==> config.mk <==
export PLATFORM = sky130hd
export DESIGN_NAME = mpr_readout
export DESIGN_NICKNAME = d
export VERILOG_FILES = /design/src/rtl/mpr_pkg.sv /design/src/rtl/mpr_rst_sync.sv /design/src/rtl/mpr_pattern_bank.sv /design/src/rtl/mpr_burst_seq.sv /design/src/rtl/mpr_lane_map.sv /design/src/rtl/mpr_readout.sv
export SDC_FILE = /design/constraint.sdc
export NUM_CORES = 1
export LEC_CHECK = 0
export BUFFER_PORTS_ARGS = -buffer_cell sky130_fd_sc_hd__buf_2
export CORE_ASPECT_RATIO = 1.5
export CORE_MARGIN = 10
export CORE_UTILIZATION = 60
export DETAILED_ROUTE_END_ITERATION = 8
export PLACE_DENSITY = 0.89
export REMOVE_ABC_BUFFERS = 1
export SLEW_MARGIN = 20
export SYNTH_ARGS = -nofsm -noshare
export SYNTH_HDL_FRONTEND = slang
export SYNTH_SLANG_ARGS = --single-unit
==> constraint.sdc <==
create_clock -name clk -period 2.3 [get_ports clk]
set_input_delay 0.115 -clock clk [delete_from_list [all_inputs] [get_ports clk]]
set_output_delay 0.115 -clock clk [all_outputs]
set_load 0.05 [all_outputs]
==> src/rtl/mpr_pkg.sv <==
`timescale 1ns/1ps
package mpr_pkg;
  // Lane-count selection carried with each burst.
  typedef enum logic [1:0] {
    DQW_X4   = 2'b00,
    DQW_X8   = 2'b01,
    DQW_X16  = 2'b10,
    DQW_X16B = 2'b11
  } dq_width_e;

  // Burst settings captured at the accepting edge.
  typedef struct packed {
    logic      par;
    dq_width_e width;
  } burst_cfg_t;
endpackage

==> src/rtl/mpr_rst_sync.sv <==
`timescale 1ns/1ps
module mpr_rst_sync #(
  parameter int STAGES = 2
) (
  input  logic clk,
  input  logic rst_n,
  output logic rst_sync_n
);
  logic [STAGES-1:0] sync_q;
  logic [STAGES-1:0] sync_d;

  always_comb sync_d = {sync_q[STAGES-2:0], 1'b1};

  always_ff @(posedge clk or negedge rst_n) begin
    if (!rst_n) sync_q <= '0;
    else        sync_q <= sync_d;
  end

  assign rst_sync_n = sync_q[STAGES-1];
endmodule

==> src/rtl/mpr_pattern_bank.sv <==
`timescale 1ns/1ps
module mpr_pattern_bank #(
  parameter int              PAT_W      = 8,
  parameter int              NUM_LOC    = 4,
  parameter logic [PAT_W-1:0] RESET_PAT0 = 8'h7F,
  localparam int             LOC_W      = $clog2(NUM_LOC)
) (
  input  logic             clk,
  input  logic             rst_n,
  input  logic             wr_en,
  input  logic [LOC_W-1:0] wr_loc,
  input  logic [PAT_W-1:0] wr_data,
  input  logic [LOC_W-1:0] rd_loc,
  output logic [PAT_W-1:0] rd_data
);
  logic [PAT_W-1:0] slot_w [NUM_LOC];

  for (genvar g = 0; g < NUM_LOC; g++) begin : g_slot
    localparam logic [PAT_W-1:0] RST_VAL = (g == 0) ? RESET_PAT0 : '0;
    logic [PAT_W-1:0] q;
    logic [PAT_W-1:0] d;
    logic             ce;

    always_comb begin
      ce = wr_en && (wr_loc == LOC_W'(g));
      d  = wr_data;
    end

    always_ff @(posedge clk or negedge rst_n) begin
      if (!rst_n)  q <= RST_VAL;
      else if (ce) q <= d;
    end

    assign slot_w[g] = q;
  end

  assign rd_data = slot_w[rd_loc];
endmodule

==> src/rtl/mpr_burst_seq.sv <==
`timescale 1ns/1ps
module mpr_burst_seq import mpr_pkg::*; #(
  parameter int  PAT_W     = 8,
  parameter int  LOC_W     = 2,
  parameter int  BURST_LEN = 8,
  localparam int BEAT_W    = $clog2(BURST_LEN)
) (
  input  logic              clk,
  input  logic              rst_n,
  input  logic              rd_req,
  input  logic [LOC_W-1:0]  rd_loc,
  input  logic              par_mode,
  input  dq_width_e         width,
  input  logic [PAT_W-1:0]  rd_pat,
  output logic              busy,
  output logic [BEAT_W-1:0] beat,
  output logic [PAT_W-1:0]  cap_pat,
  output burst_cfg_t        cap_cfg,
  output logic              err_illegal,
  output logic              err_busy
);
  localparam logic [BEAT_W-1:0] LAST_BEAT = BEAT_W'(BURST_LEN - 1);

  logic              busy_q, busy_d;
  logic [BEAT_W-1:0] beat_q, beat_d;
  logic [PAT_W-1:0]  pat_q;
  burst_cfg_t        cfg_q, cfg_d;
  logic              ill_q, ill_d;
  logic              bsy_q, bsy_d;
  logic              accept, illegal, start;

  // Next-state logic.
  always_comb begin
    accept  = rd_req && !busy_q;
    illegal = accept && par_mode && (rd_loc != '0);
    start   = accept && !illegal;

    busy_d = busy_q;
    beat_d = beat_q;
    if (start) begin
      busy_d = 1'b1;
      beat_d = '0;
    end else if (busy_q) begin
      if (beat_q == LAST_BEAT) begin
        busy_d = 1'b0;
        beat_d = '0;
      end else begin
        beat_d = beat_q + BEAT_W'(1);
      end
    end

    cfg_d.par   = par_mode;
    cfg_d.width = width;
    ill_d       = illegal;
    bsy_d       = rd_req && busy_q;
  end

  // State registers.
  always_ff @(posedge clk or negedge rst_n) begin
    if (!rst_n) begin
      busy_q <= 1'b0;
      beat_q <= '0;
      ill_q  <= 1'b0;
      bsy_q  <= 1'b0;
    end else begin
      busy_q <= busy_d;
      beat_q <= beat_d;
      ill_q  <= ill_d;
      bsy_q  <= bsy_d;
    end
  end

  // Burst snapshot, loaded only on an accepted legal read.
  always_ff @(posedge clk or negedge rst_n) begin
    if (!rst_n) begin
      pat_q <= '0;
      cfg_q <= '0;
    end else if (start) begin
      pat_q <= rd_pat;
      cfg_q <= cfg_d;
    end
  end

  assign busy        = busy_q;
  assign beat        = beat_q;
  assign cap_pat     = pat_q;
  assign cap_cfg     = cfg_q;
  assign err_illegal = ill_q;
  assign err_busy    = bsy_q;
endmodule

==> src/rtl/mpr_lane_map.sv <==
`timescale 1ns/1ps
module mpr_lane_map import mpr_pkg::*; #(
  parameter int  PAT_W     = 8,
  parameter int  BURST_LEN = 8,
  localparam int BEAT_W    = $clog2(BURST_LEN),
  localparam int DQ_W      = 2 * PAT_W
) (
  input  logic              active,
  input  burst_cfg_t        cfg,
  input  logic [PAT_W-1:0]  pat,
  input  logic [BEAT_W-1:0] beat,
  output logic [DQ_W-1:0]   dq
);
  localparam int HALF   = PAT_W / 2;
  localparam int NGRP   = DQ_W / HALF;
  localparam int GW     = $clog2(NGRP + 1);

  logic              ser_bit;
  logic [BEAT_W-1:0] bit_idx;
  logic [GW-1:0]     n_on;

  always_comb begin
    bit_idx = BEAT_W'(PAT_W - 1) - beat;
    ser_bit = pat[bit_idx];
    case (cfg.width)
      DQW_X4:  n_on = GW'(1);
      DQW_X8:  n_on = GW'(2);
      default: n_on = GW'(NGRP);
    endcase
  end

  for (genvar g = 0; g < NGRP; g++) begin : g_grp
    localparam bit UPPER = (g % 2) == 1;
    logic [HALF-1:0] par_val;
    logic            on;

    always_comb begin
      if (cfg.width == DQW_X4 || UPPER) par_val = pat[PAT_W-1 -: HALF];
      else                              par_val = pat[HALF-1:0];
      on = active && (GW'(g) < n_on);
    end

    assign dq[g*HALF +: HALF] = !on    ? '0 :
                                cfg.par ? par_val : {HALF{ser_bit}};
  end
endmodule

==> src/rtl/mpr_readout.sv <==
`timescale 1ns/1ps
module mpr_readout import mpr_pkg::*; #(
  parameter int               PAT_W      = 8,
  parameter int               NUM_LOC    = 4,
  parameter int               BURST_LEN  = 8,
  parameter logic [PAT_W-1:0] RESET_PAT0 = 8'h7F,
  parameter int               RST_STAGES = 2,
  localparam int              LOC_W      = $clog2(NUM_LOC),
  localparam int              DQ_W       = 2 * PAT_W
) (
  input  logic             clk,
  input  logic             rst_n,
  input  logic             wr_en,
  input  logic [LOC_W-1:0] wr_loc,
  input  logic [PAT_W-1:0] wr_data,
  input  logic             rd_req,
  input  logic [LOC_W-1:0] rd_loc,
  input  logic             par_mode,
  input  logic [1:0]       width_sel,
  output logic [DQ_W-1:0]  dq_out,
  output logic             dq_valid,
  output logic             err_illegal,
  output logic             err_busy
);
  localparam int BEAT_W = $clog2(BURST_LEN);

  logic              rst_int_n;
  logic [PAT_W-1:0]  slot_pat;
  logic              busy;
  logic [BEAT_W-1:0] beat;
  logic [PAT_W-1:0]  cap_pat;
  burst_cfg_t        cap_cfg;

  mpr_rst_sync #(.STAGES(RST_STAGES)) u_rst (
    .clk        (clk),
    .rst_n      (rst_n),
    .rst_sync_n (rst_int_n)
  );

  mpr_pattern_bank #(
    .PAT_W      (PAT_W),
    .NUM_LOC    (NUM_LOC),
    .RESET_PAT0 (RESET_PAT0)
  ) u_bank (
    .clk     (clk),
    .rst_n   (rst_int_n),
    .wr_en   (wr_en),
    .wr_loc  (wr_loc),
    .wr_data (wr_data),
    .rd_loc  (rd_loc),
    .rd_data (slot_pat)
  );

  mpr_burst_seq #(
    .PAT_W     (PAT_W),
    .LOC_W     (LOC_W),
    .BURST_LEN (BURST_LEN)
  ) u_seq (
    .clk         (clk),
    .rst_n       (rst_int_n),
    .rd_req      (rd_req),
    .rd_loc      (rd_loc),
    .par_mode    (par_mode),
    .width       (dq_width_e'(width_sel)),
    .rd_pat      (slot_pat),
    .busy        (busy),
    .beat        (beat),
    .cap_pat     (cap_pat),
    .cap_cfg     (cap_cfg),
    .err_illegal (err_illegal),
    .err_busy    (err_busy)
  );

  mpr_lane_map #(
    .PAT_W     (PAT_W),
    .BURST_LEN (BURST_LEN)
  ) u_map (
    .active (busy),
    .cfg    (cap_cfg),
    .pat    (cap_pat),
    .beat   (beat),
    .dq     (dq_out)
  );

  assign dq_valid = busy;
endmodule

==> impl_metrics.tcl <==
set metrics [dict create \
    die_h_um 98.0 \
    setup_violations 0 \
    status "complete, no violations" \
    grt_pass1_vias 1680 \
    start_kind "register" \
    finalMaxSlewViolations 0 \
    drt_pass1_iterations 4 \
    htree_num_levels 2 \
    start_util_pct 62.0 \
    synth.distinct_cells 31 \
    period_share_pct 93.6 \
    worst_slack_ns 0.147 \
    whs_ns 0.0517 \
    syn_area_um2 2430 \
    via_count 1596 \
    cpMaxStageDelayCell "mux4_2" \
    numPortBuffers 37 \
    stdcell_count 262 \
    post_cts_buffers 0 \
    fp.coreArea_um2 3920 \
    first_iter_violations 90 \
    ys_ff_latch 51 \
    critPathKind "reg2out" \
    power_density_nw_per_um2 1540 \
    finalNetCount 238 \
    synth-edff-count 0 \
    crit_family "multiplexers" \
    synth_ff_type "dfrtp_1" \
    end_kind "primary output" \
    clockBufferDepth 2 \
    wl_met3_um 296 \
    critical_path.cell_chain "mux4_2, o21ai_1, o22ai_1, buf_2" \
    syn_area_per_cell_um2 13.9 \
    dieArea_um2 7050 \
    critical_path_buf_inv_count 1 \
    hpwlAfterDp_um 3560 \
    vias_per_cell 6.09 \
    synth.largest_area_cell "dfrtp_1" \
    cts.clk_slew.worst_paths_ns 0.08 \
    grt_start_max_net_pins 50 \
    relSlewSlack_pct 49.6 \
    wl_met1_um 1920 \
    synth_seq_area_share_pct 52.8 \
    diodes 0 \
    die_w_um 72.0 \
    setup_tns_ns 0 \
    cp_max_fo 5 \
    drc_errors 0 \
    synth.top_cell.area_share_pct 45.3 \
    cp_slowest_stage_delay_ns 0.59 \
    gr-usage-all-layers_pct 14.5 \
    gp_congestion 0.908 \
    synth_common_cells "44 x dfrtp_1, 42 x mux2_2, 16 x o22ai_1, 9 x mux4_2, 8 x nand2_1" \
    power_mw 4.29 \
    overflow 0 \
    dp_cells 253 \
    synth_warnings 0 \
    cts_tree "built" \
    cp.required_ns 2.18 \
    cts.sinks 51 \
    cts_buffers 5 \
    hp-class "in2reg" \
    skew_ns 0.00685 \
    wl_met2_um 2620 \
    fmax_ghz 0.464 \
    ios 38 \
    syn_to_final_growth_pct 14.4 \
    cts_root_buffer "clkbuf_8" \
    antenna_found_initial 0 \
    tightest_slew_ns 0.753 \
    rsz0062_at_grt "false" \
    totalWireLength_um 4920 \
    insertion_delay_ns 0.30 \
    grt_pass1_wl_um 8270 \
    ant_nets 0 \
    p_leak_nw 1.25 \
    rows 28 \
    top_layer_used "met4" \
    r2r_slack_ns 0.53 \
    ir_drop_mv 1.81 \
    drv_cap 0 \
    period_minus_slack_ns 2.15 \
    layout-drive-gt1-share_pct 49.8 \
    syn_inst 175 \
    synthArstFlopShare_pct 100 \
    wire_per_inst_um 18.8 \
    dp_worst_setup_slack_ns 0.487 \
    ys_top_cells_by_area "dfrtp_1 45%, mux2_2 19%, mux4_2 8.3%" \
    cp_data_arrival_time_ns 2.04 \
    yosysMostFrequentCell "dfrtp_1" \
    final-hold-violation-count 0 \
]
[placed cells by master (no fill, tap or decap)]
cell / instances
nand2b_1: 4
nor2_1: 4
o21ai_0: 1
dfstp_2: 7
o22ai_1: 16
ha_1: 3
clkbuf_8: 6
mux2i_1: 7
a211oi_1: 1
conb_1: 1
nand3b_1: 2
mux4_2: 9
a21o_1: 1
mux2_2: 42
bufinv_16: 1
o2bb2ai_1: 1
dlygate4sd3_1: 1
inv_1: 4
a21oi_1: 1
dfrtp_2: 1
buf_4: 2
nor2b_1: 3
dfrtp_1: 43
and2_1: 2
nand3_1: 1
buf_2: 37
nor3b_2: 1
o21bai_1: 2
a221o_2: 1
clkinv_2: 1
nand2_1: 8
o21ai_1: 3
[cells by family after synthesis]
group | after synthesis | share of synthesized area (%)
fa+ha+maj | 3 | 1.54
mux | 58 | 30.7
other cells | 1 | 0.154
buf+inv | 10 | 2.11
compound gates | 27 | 7.20
flops | 51 | 52.8
simple gates | 25 | 5.50
[per-layer routing]
metal | GRT usage [%] | vias to the layer above
li1 | - | 737
met1 | 15.0 | 810
met2 | 25.6 | 42
met3 | 4.96 | 7
met4 | 5.68 | 0
met5 | 0 | -
[state kept, by name, indices dropped and copies added, names as in the netlist]
| register | count |
|---|---|
| u_bank.g_slot.q | 32 |
| u_seq.cap_pat | 8 |
| u_seq.beat | 3 |
| u_seq.cap_cfg | 3 |
| u_rst.sync_q | 2 |
| u_seq.busy | 1 |
| u_seq.err_busy | 1 |
| u_seq.err_illegal | 1 |
[metrics by stage]
step / utilization, % / cell area, µm²
CTS: 70.9 / 2780
finish: 70.9 / 2780
global placement: 67.6 / 2650
detailed placement: 67.6 / 2650
floorplan: - / 2400
global route: 70.9 / 2780
[timing repair]
| item | 4_1_cts | 5_1_grt |
|---|---|---|
| hold endpoints to repair | 2 | 0 |
| resized for setup | 0 | 0 |
| hold buffers | 1 | 0 |
[report_power, final]
group	switching [mW]	internal, mW	total (mW)
clock network	0.277	0.352	0.629
registers	0.235	1.16	1.40
logic	1.53	0.733	2.26
[layout make-up]
| cell class | instances | area [µm²] |
|---|---|---|
| timing repair buffer | 40 | 210 |
| tap | 45 | 56.3 |
| inverter | 4 | 15.0 |
| clock inverter | 2 | 35.0 |
| multi-input combinational | 114 | 1100 |
| sequential | 51 | 1290 |
| clock buffer | 6 | 82.6 |
| fill | 290 | 1140 |
[path summary, 6_finish.rpt]
| kind | from | to | cells past startpoint |
|---|---|---|---|
| max reg2reg | u_seq.busy | u_seq.cap_pat[4] | 3 |
| max | u_seq.beat[0] | dq_out[10] | 4 |
| max in group asynchronous | u_rst.sync_q[1] | u_seq.cap_pat[6] | 1 |
| min in group asynchronous | rst_n | u_rst.sync_q[1] | 2 |
| min | width_sel[1] | u_seq.cap_cfg[1] | 2 |
| min reg2reg | u_rst.sync_q[1] | u_bank.g_slot[1].q[3] | 1 |
Power figures use the tool's default switching activity.
